## config.mk

```make
export PLATFORM = sky130hd
export DESIGN_NAME = lane_mask_ctrl
export DESIGN_NICKNAME = d
export VERILOG_FILES = /design/src/rtl/lane_mask_pkg.sv /design/src/rtl/lane_frame_stack.sv /design/src/rtl/lane_mask_next.sv /design/src/rtl/lane_mask_ctrl.sv
export SDC_FILE = /design/constraint.sdc
export NUM_CORES = 1
export LEC_CHECK = 0
export BUFFER_PORTS_ARGS = -buffer_cell sky130_fd_sc_hd__buf_2
export CORE_MARGIN = 2
export CORE_UTILIZATION = 50
export DETAILED_ROUTE_END_ITERATION = 7
export GPL_TIMING_DRIVEN = 0
export PLACE_DENSITY = 0.65
export SLEW_MARGIN = 20
export SYNTH_ARGS = -nofsm -noshare
export SYNTH_HDL_FRONTEND = slang
export SYNTH_SLANG_ARGS = --single-unit
export TNS_END_PERCENT = 20
```

## constraint.sdc

```tcl
create_clock -name clk -period 11.67 [get_ports clk]
set_clock_uncertainty 0.2 [all_clocks]
set_input_delay 0.5835 -clock clk [delete_from_list [all_inputs] [get_ports clk]]
set_output_delay 0.5835 -clock clk [all_outputs]
set_load 0.05 [all_outputs]
```

## src/rtl/lane_mask_pkg.sv

```systemverilog
package lane_mask_pkg;

    typedef enum logic [2:0] {
        OP_NOP     = 3'd0,
        OP_IF      = 3'd1,
        OP_ELSE    = 3'd2,
        OP_ENDIF   = 3'd3,
        OP_LOOP    = 3'd4,
        OP_BREAK   = 3'd5,
        OP_CONT    = 3'd6,
        OP_ENDLOOP = 3'd7
    } mctl_op_e;

    // opcodes that open a construct and save a frame
    function automatic logic op_opens(mctl_op_e op);
        return (op == OP_IF) || (op == OP_LOOP);
    endfunction

    // opcodes that need a saved frame to act on
    function automatic logic op_reads_frame(mctl_op_e op);
        return (op == OP_ELSE) || (op == OP_ENDIF) || (op == OP_ENDLOOP);
    endfunction

endpackage

```

## src/rtl/lane_frame_stack.sv

```systemverilog
module lane_frame_stack #(
    parameter int W     = 48,
    parameter int DEPTH = 8
) (
    input  logic                         clk,
    input  logic                         rst,
    input  logic                         push,
    input  logic                         pop,
    input  logic [W-1:0]                 din,
    output logic [W-1:0]                 top,
    output logic                         full,
    output logic                         empty,
    output logic [$clog2(DEPTH+1)-1:0]   cnt
);
    localparam int CW = $clog2(DEPTH + 1);
    localparam int AW = (DEPTH > 1) ? $clog2(DEPTH) : 1;

    logic [W-1:0]  slot [DEPTH];
    logic [CW-1:0] cnt_q;

    assign cnt   = cnt_q;
    assign full  = (cnt_q == CW'(DEPTH));
    assign empty = (cnt_q == '0);

    // one register row per slot, written when the pointer lands on it
    for (genvar i = 0; i < DEPTH; i++) begin : g_slot
        always_ff @(posedge clk) begin
            if (rst) begin
                slot[i] <= '0;
            end else if (push && (cnt_q == CW'(i))) begin
                slot[i] <= din;
            end
        end
    end

    always_ff @(posedge clk) begin
        if (rst) begin
            cnt_q <= '0;
        end else if (push && !full) begin
            cnt_q <= cnt_q + 1'b1;
        end else if (pop && !empty) begin
            cnt_q <= cnt_q - 1'b1;
        end
    end

    always_comb begin
        if (empty) begin
            top = '0;
        end else begin
            top = slot[AW'(cnt_q - 1'b1)];
        end
    end

endmodule

```

## src/rtl/lane_mask_next.sv

```systemverilog
module lane_mask_next
    import lane_mask_pkg::*;
#(
    parameter int LANES = 16
) (
    input  mctl_op_e         op,
    input  logic [LANES-1:0] cond,
    input  logic [LANES-1:0] cur_mask,
    input  logic [LANES-1:0] cur_brk,
    input  logic [LANES-1:0] cur_cont,
    input  logic [LANES-1:0] top_mask,
    input  logic [LANES-1:0] top_brk,
    input  logic [LANES-1:0] top_cont,
    input  logic             full,
    input  logic             empty,
    output logic [LANES-1:0] nxt_mask,
    output logic [LANES-1:0] nxt_brk,
    output logic [LANES-1:0] nxt_cont,
    output logic             push,
    output logic             pop,
    output logic             bad,
    output logic             loop_back
);
    logic [LANES-1:0] live;
    logic [LANES-1:0] hit;

    assign live = cur_mask | cur_cont;
    assign hit  = cur_mask & cond;

    always_comb begin
        nxt_mask  = cur_mask;
        nxt_brk   = cur_brk;
        nxt_cont  = cur_cont;
        push      = 1'b0;
        pop       = 1'b0;
        loop_back = 1'b0;
        bad       = (op_opens(op) && full) || (op_reads_frame(op) && empty);
        if (!bad) begin
            case (op)
                OP_IF: begin
                    push     = 1'b1;
                    nxt_mask = hit;
                end
                OP_ELSE: begin
                    nxt_mask = top_mask & ~(cur_mask | cur_brk | cur_cont);
                end
                OP_ENDIF: begin
                    pop      = 1'b1;
                    nxt_mask = top_mask & ~cur_brk & ~cur_cont;
                end
                OP_LOOP: begin
                    push     = 1'b1;
                    nxt_brk  = '0;
                    nxt_cont = '0;
                end
                OP_BREAK: begin
                    nxt_brk  = cur_brk | hit;
                    nxt_mask = cur_mask & ~cond;
                end
                OP_CONT: begin
                    nxt_cont = cur_cont | hit;
                    nxt_mask = cur_mask & ~cond;
                end
                OP_ENDLOOP: begin
                    if (|live) begin
                        loop_back = 1'b1;
                        nxt_mask  = live;
                        nxt_cont  = '0;
                    end else begin
                        pop      = 1'b1;
                        nxt_mask = top_mask;
                        nxt_brk  = top_brk;
                        nxt_cont = top_cont;
                    end
                end
                default: begin
                end
            endcase
        end
    end

endmodule

```

## src/rtl/lane_mask_ctrl.sv

```systemverilog
module lane_mask_ctrl
    import lane_mask_pkg::*;
#(
    parameter int LANES = 16,
    parameter int DEPTH = 8
) (
    input  logic             clk,
    input  logic             rst,
    input  logic [2:0]       op_i,
    input  logic [LANES-1:0] cond_i,
    output logic [LANES-1:0] mask_o,
    output logic             loop_back_o,
    output logic             fault_o
);
    localparam int CW = $clog2(DEPTH + 1);

    typedef struct packed {
        logic [LANES-1:0] mask;
        logic [LANES-1:0] brk;
        logic [LANES-1:0] cont;
    } frame_t;

    localparam int FW = $bits(frame_t);

    frame_t           cur_q;
    frame_t           nxt;
    frame_t           top_f;
    logic [FW-1:0]    top_bits;
    logic             fault_q;
    logic             stk_push;
    logic             stk_pop;
    logic             stk_full;
    logic             stk_empty;
    logic             op_bad;
    logic             lb;
    logic [CW-1:0]    stk_cnt;
    mctl_op_e         op;

    assign op    = mctl_op_e'(op_i);
    assign top_f = frame_t'(top_bits);

    lane_frame_stack #(
        .W     (FW),
        .DEPTH (DEPTH)
    ) u_stack (
        .clk   (clk),
        .rst   (rst),
        .push  (stk_push),
        .pop   (stk_pop),
        .din   (cur_q),
        .top   (top_bits),
        .full  (stk_full),
        .empty (stk_empty),
        .cnt   (stk_cnt)
    );

    lane_mask_next #(
        .LANES (LANES)
    ) u_next (
        .op        (op),
        .cond      (cond_i),
        .cur_mask  (cur_q.mask),
        .cur_brk   (cur_q.brk),
        .cur_cont  (cur_q.cont),
        .top_mask  (top_f.mask),
        .top_brk   (top_f.brk),
        .top_cont  (top_f.cont),
        .full      (stk_full),
        .empty     (stk_empty),
        .nxt_mask  (nxt.mask),
        .nxt_brk   (nxt.brk),
        .nxt_cont  (nxt.cont),
        .push      (stk_push),
        .pop       (stk_pop),
        .bad       (op_bad),
        .loop_back (lb)
    );

    always_ff @(posedge clk) begin
        if (rst) begin
            cur_q.mask <= '1;
            cur_q.brk  <= '0;
            cur_q.cont <= '0;
            fault_q    <= 1'b0;
        end else begin
            cur_q <= nxt;
            if (op_bad) begin
                fault_q <= 1'b1;
            end
        end
    end

    assign mask_o      = cur_q.mask;
    assign loop_back_o = lb;
    assign fault_o     = fault_q;

endmodule

```

==> metrics, run 1 <==
Psw 1.704 mW; TritonRoute pass-1 iters 8; most used cell, CP buf_2; DIE WIDTH 209.1 um; initial antenna violation count 3; Layout fillers ~3.4k; Post-CTS Setup Repair Bufs 0; DRT iter0 DRCs approximately 2k; TritonCTS clock tree built; Setup crit start u_stack.cnt[0]$_SDFFE_PP0P_; Die ar. about 0.044 mm^2; CP Depth 12; setup_tns 0 ns; Final setup viols 0; Final Hold Viols 0; Post-Route WL around 70 mm; CTS Root Cell clkbuf_16; Reg power frac around two fifths; DPL Wire Length 48.89 mm; Critical Path AT 4.93 ns; WS Path Type reg2reg; switching share of total power 35.30%; NumNets Final 1766; post-synthesis cell type count between 60 and 70; status finished clean; Area Overhead vs Synth 12.34%; vias between 15k and 20k; Syn Area/Cell about 13 um^2; DR WL/cell ~30 um; Critical path buffers and inverters 6; FF+latch count, synth roughly 440; min Tclk post-route 4.644 ns; Total Power 4.826 mW; Via density 6.561; Worst path top cell family by delay buffers and inverters; Slew @ Worst Pin approximately 1.2 ns; Post-synth EDFFs 384; CTS Hold Bufs 0; Clk pwr share a little under a third; Slew HR 18.83%; Seq/Total Area, Yosys 59.86%; clk buf depth 3; data required time of the worst path 11.95 ns; internal power around 3.1 mW; Syn Std Cell Area 0.02104 mm^2; I/O Buffers 35; standard-cell rows 75; cell count after synthesis about 1.7k; largest stage delay on the critical path about 0.79 ns; Post-CTS Resized 0; prevailing post-synth register cell edfxtp_1; CTS Buf Count 48; DRC viols 0; CTS clk-pin slew, worst paths 0.07 ns; Util after Layout 56.59%; reg2reg path depth 12; hold depth 4; Congestion Overflow GR 0; fin crit share 39.79%; Worst Hold Launch cond_i[15]; synth warn 0; reg2reg start u_stack.cnt[0]$_SDFFE_PP0P_; Initial Utilization 50.37%; ys async rst share 0%; crit path max fanout 10; Fmax achieved 215.3 MHz; I/O pin count 39; syn nets 1676; Comb pwr share 29.1%; Total GRT Usage between 30% and 40%; Core Area about 0.042 mm^2; worst vdd ir 0.1409 mV; Power Density 204.2 mW/mm^2; vias in the first global route 15.15k; H-tree Lvls 2; largest net degree at the start of global routing between 40 and 50; leakage power 9.643 nW; Worst-Skew Late Latency 0.61 ns; Die Y between 200 and 250 um; CP Capture Type flop; CP Launch Type flop; worst path cell trace buf_2 -> clkbuf_1 -> inv_1 -> ha_1 -> buf_2 -> buf_2 -> clkbuf_1 -> mux4_2 -> nand2_1 -> nand2_1 -> o2111ai_1 -> nand3_1; RSZ-0062 raised after global routing no; clock sinks 437; proportion of layout cells with a drive suffix above 1 15.34%; first-pass GRT wire length 102.5 mm; max-slew violation count 0; DRT antenna net count 0; routability cong. 0.9920; maxcap violations 0; crit path max-delay cell type clkbuf_1; min-delay worst type in2reg
power by group through the flow:
stage	Clock, mW	Sequential [mW]	Combinational (mW)
after CTS	1.55	1.88	1.38
final	1.54	1.88	1.40
after floorplan	0	1.87	0.864
after detailed placement	0	1.91	1.37
after global placement	0	1.91	1.35
after global routing	1.60	1.88	1.47
layout by cell type (no fill, tap or decap), types with 4 or more instances in the layout:
cell	n
ha_1	5
o22a_1	16
buf_1	5
a21o_4	7
buf_12	4
o21ai_0	35
clkbuf_16	50
dfxtp_1	53
mux4_2	64
nor3_1	18
mux2i_1	64
edfxtp_1	384
nor2b_1	6
clkbuf_2	11
inv_1	21
nand3_1	48
bufinv_16	4
a211oi_1	18
clkinv_2	14
a31oi_1	16
a32oi_1	17
buf_4	21
nor2_1	27
a2111oi_1	14
and3_1	352
clkbuf_1	128
clkbuf_8	6
o2111ai_1	16
clkinv_1	9
buf_2	69
a21oi_1	37
nor4_1	8
a221oi_1	17
nand2_1	114
a2111oi_0	17
and2_1	35
per-layer routing:
layer  vias up  share of wire, %  GRT usage, %
met5         -                 0             0
met4         0               4.3         13.82
met3       166               9.3         5.455
met2       838                45         49.95
met1      7649                41         45.74
li1       6569                 -             -
final timing paths:
kind | slack, ns | endpoint
setup / recovery | 7.03 | mask_o[4]$_SDFFE_PP1P_
hold reg to reg | 0.34 | fault_o$_SDFFE_PP0P_
setup reg to reg | 7.03 | mask_o[4]$_SDFFE_PP1P_
hold / removal | 0.24 | mask_o[15]$_SDFFE_PP1P_
kinds of logic after synthesis:
| family | synth area share (%) |
|---|---|
| xor+xnor | 0.3748 |
| buf+inv | 4.770 |
| mux | 10.00 |
| simple gates | 16.93 |
| flops | 59.86 |
| compound gates | 7.762 |
| fa+ha+maj | 0.2974 |
registers in the layout, indices dropped and copies added, names as in the netlist:
| register | cells |
|---|---|
| fault_o | 1 |
| mask_o | 16 |
| u_stack.slot | 384 |
| cur_q | 32 |
| u_stack.cnt | 4 |
worst reg2reg max path, stage by stage (launching register included):
cell and delay, ns:
dfxtp_1 0.42, buf_2 0.35, clkbuf_1 0.56, inv_1 0.19, ha_1 0.32, buf_2 0.26
buf_2 0.43, clkbuf_1 0.80, mux4_2 0.46, nand2_1 0.10, nand2_1 0.17, o2111ai_1 0.16
nand3_1 0.10
metrics by stage:
| step | area (um^2) | std cells | hold WS (ns) | setup WS [ns] |
|---|---|---|---|---|
| after global placement | 21880 | 2224 | 0.3299 | 6.076 |
| final | 23630 | 2320 | 0.2430 | 7.026 |
| after CTS | 23630 | 2319 | 0.2131 | 7.168 |
| after global routing | 23630 | 2319 | 0.2488 | 6.996 |
| after detailed placement | 22050 | 2229 | 0.3320 | 7.277 |
| after floorplan | 21040 | 1650 | 0.3279 | 7.932 |
area by class of cell:
class / count / area, um^2 / share of cell area [%]
clock buffers: 58 / 1301 / 5.506
plain buffers: 198 / 925.9 / 3.918
flip-flops and latches: 437 / 12590 / 53.29
repair buffers: 40 / 282.8 / 1.197
diodes: 1 / 2.502 / 0.01059
clock inverters: 32 / 274.0 / 1.160
multi-input cells: 994 / 7500 / 31.74
well taps: 539 / 674.4 / 2.854
inverters: 21 / 78.83 / 0.3336
Yosys cell counts (18+ instances only):
master	instances	area [um^2]
and3_1	352	2202
buf_4	21	157.7
nor3_1	18	90.09
dfxtp_1	53	1061
nand2_1	114	427.9
and2_1	35	219.0
o21ai_0	35	175.2
a21oi_1	37	185.2
buf_2	33	165.2
mux2i_1	64	640.6
mux4_2	64	1441
nor2_1	27	101.4
nand3_1	48	240.2
inv_1	21	78.83
edfxtp_1	384	11530
clkbuf_1	122	457.9
a211oi_1	18	135.1
No activity file was read; power rests on OpenSTA's default activity.
==> inputs of run 2 (changes only) <==
==> constraint.sdc (replaced) <==
create_clock -name clk -period 4.6 [get_ports clk]
set_clock_uncertainty 0.2 [all_clocks]
set_input_delay 0.23 -clock clk [delete_from_list [all_inputs] [get_ports clk]]
set_output_delay 0.23 -clock clk [all_outputs]
set_load 0.05 [all_outputs]
==> metrics, run 2 (synthesis gave the netlist of run 1 again) <==
met2 usage 50.01%; NumNets Final about 1.8k; Core Area 0.04176 mm^2; Reg power frac 39.0%; Total GRT Usage roughly a third; standard-cell rows 75; Total Power 12.25 mW; crit path max-delay cell type clkbuf_1; Congestion Overflow GR 0; worst path cell trace buf_2 -> clkbuf_1 -> inv_1 -> ha_1 -> nor2b_1 -> a211oi_2 -> nand2_2 -> nor2_2 -> clkbuf_2 -> and2_1; commonest non-fill, non-tap cell in the layout edfxtp_1; setup_tns 0 ns; TritonCTS clock tree built; Area Overhead vs Synth 13.17%; GRT busiest layer met2; CTS Root Cell clkbuf_16; Clk pwr share a little under a third; largest net degree at the start of global routing 49; Fmax achieved ~220 MHz; maxcap violations 0; Psw 4.318 mW; H-tree Lvls 2; Power Density 514.5 mW/mm^2; Critical path buffers and inverters 4; Critical Path AT 4.73 ns; Post-CTS Setup Repair Bufs 0; worst slack at placement around 0.21 ns; reg2reg start u_stack.cnt[0]$_SDFFE_PP0P_; vias 15.32k; Final setup viols 0; crit path max fanout 10; fin crit share 97.37%; switching share of total power 35.26%; I/O pin count 39; Slew HR 18.88%; routability cong. roughly 1; clk buf depth 3; Post-Route WL 70.05 mm; Die Y 209.1 um; DR WL/cell around 30 um; internal power 7.930 mW; RSZ-0062 raised after global routing no; CTS Buf Count 48; Worst Hold Launch rst; DRT antenna net count 0; Die ar. 0.04373 mm^2; proportion of layout cells with a drive suffix above 1 15.36%; DIE WIDTH approximately 210 um; min Tclk post-route 4.479 ns; TritonRoute pass-1 iters 5; WS Path Type reg2reg; CP Launch Type flop; worst vdd ir about 0.36 mV; min-delay worst type in2reg; DPL Wire Length 48.89 mm; Final Hold Viols 0; I/O Buffers 35; DRT iter0 DRCs 2028; largest stage delay on the critical path 0.53 ns; CP Capture Type flop; Via density roughly 6.6; clock sinks 437; Slew @ Worst Pin 1.217 ns; met3 usage in global routing about 5.4%; Setup crit start u_stack.cnt[0]$_SDFFE_PP0P_; max-slew violation count 0; first-pass GRT wire length 102.8 mm; leakage power 9.723 nW; CTS clk-pin slew, worst paths approximately 0.07 ns; Worst path top cell family by delay buffers and inverters; Util after Layout 57.01%; Comb pwr share between 20% and 30%; Initial Utilization 50.37%; data required time of the worst path 4.85 ns; Layout fillers between 3k and 4k; commonest cells after routing, fill and taps aside edfxtp_1 (384), and3_1 (352), clkbuf_1 (126); vias in the first global route 15.24k; Worst-Skew Late Latency 0.61 ns; status finished clean; Top reg by flops u_stack.slot; post-layout worst setup margin between 0.1 and 0.15 ns; met1 usage 45.83%; DRC viols 0; initial antenna violation count 3; Largest register FFs 384
-- run 2: final cells by class --
class                   count  area (um^2)  share of cell area [%]
plain buffers             198        929.6                   3.905
diodes                      1        2.502                 0.01051
clock inverters            32        274.0                   1.151
well taps                 539        674.4                   2.833
repair buffers             57        452.9                   1.903
flip-flops and latches    437        12590                   52.90
inverters                  21        78.83                  0.3311
clock buffers              58         1301                   5.466
multi-input cells         994         7500                   31.50
-- run 2: final timing paths --
| kind | slack (ns) | end | depth (start not counted) |
|---|---|---|---|
| worst max-delay path | 0.12 | u_stack.slot[0][34]$_SDFFCE_PN0P_ | 10 |
| worst min-delay path | 0.03 | u_stack.cnt[3]$_SDFFE_PP0P_ | 3 |
| worst max register to register | 0.12 | u_stack.slot[0][34]$_SDFFCE_PN0P_ | 10 |
| worst min register to register | 0.34 | fault_o$_SDFFE_PP0P_ | 2 |
-- run 2: timing repair --
action	4_1_cts	5_1_grt
endpoints found under the setup margin	0	10
hold buffers	17	0
endpoints found under the hold margin	26	0
resized for setup	0	7
-- run 2: per-layer routing --
| metal | wire [um] | share of wire, % | up-vias |
|---|---|---|---|
| met4 | 3077 | 4.4 | 0 |
| li1 | - | - | 6595 |
| met3 | 6401 | 9.1 | 170 |
| met5 | 0 | 0 | - |
| met2 | 31790 | 45 | 868 |
| met1 | 28780 | 41 | 7691 |
-- run 2: tightest hold or removal path, cell delays in order --
cell and delay (ns):
clkbuf_1 0.25, nor2b_1 0.18, mux2_2 0.14
-- run 2: power by group through the flow --
stage | clock, mW | sequential [mW] | combinational [mW]
after floorplan | 0 | 4.75 | 2.19
after global placement | 0 | 4.85 | 3.41
after detailed placement | 0 | 4.84 | 3.48
after CTS | 3.93 | 4.76 | 3.50
after global routing | 4.07 | 4.78 | 3.74
final | 3.91 | 4.77 | 3.57
-- run 2: per-stage QoR --
| stage | hold slack [ns] | instance area (um^2) | cells |
|---|---|---|---|
| 3_3_place_gp | 0.3299 | 21880 | 2224 |
| 2_1_floorplan | 0.2745 | 21040 | 1650 |
| 6_report | 0.02516 | 23810 | 2337 |
| 4_1_cts | 0.009265 | 23800 | 2336 |
| 5_1_grt | 0.09979 | 23800 | 2336 |
| 3_5_place_dp | 0.3320 | 22050 | 2229 |
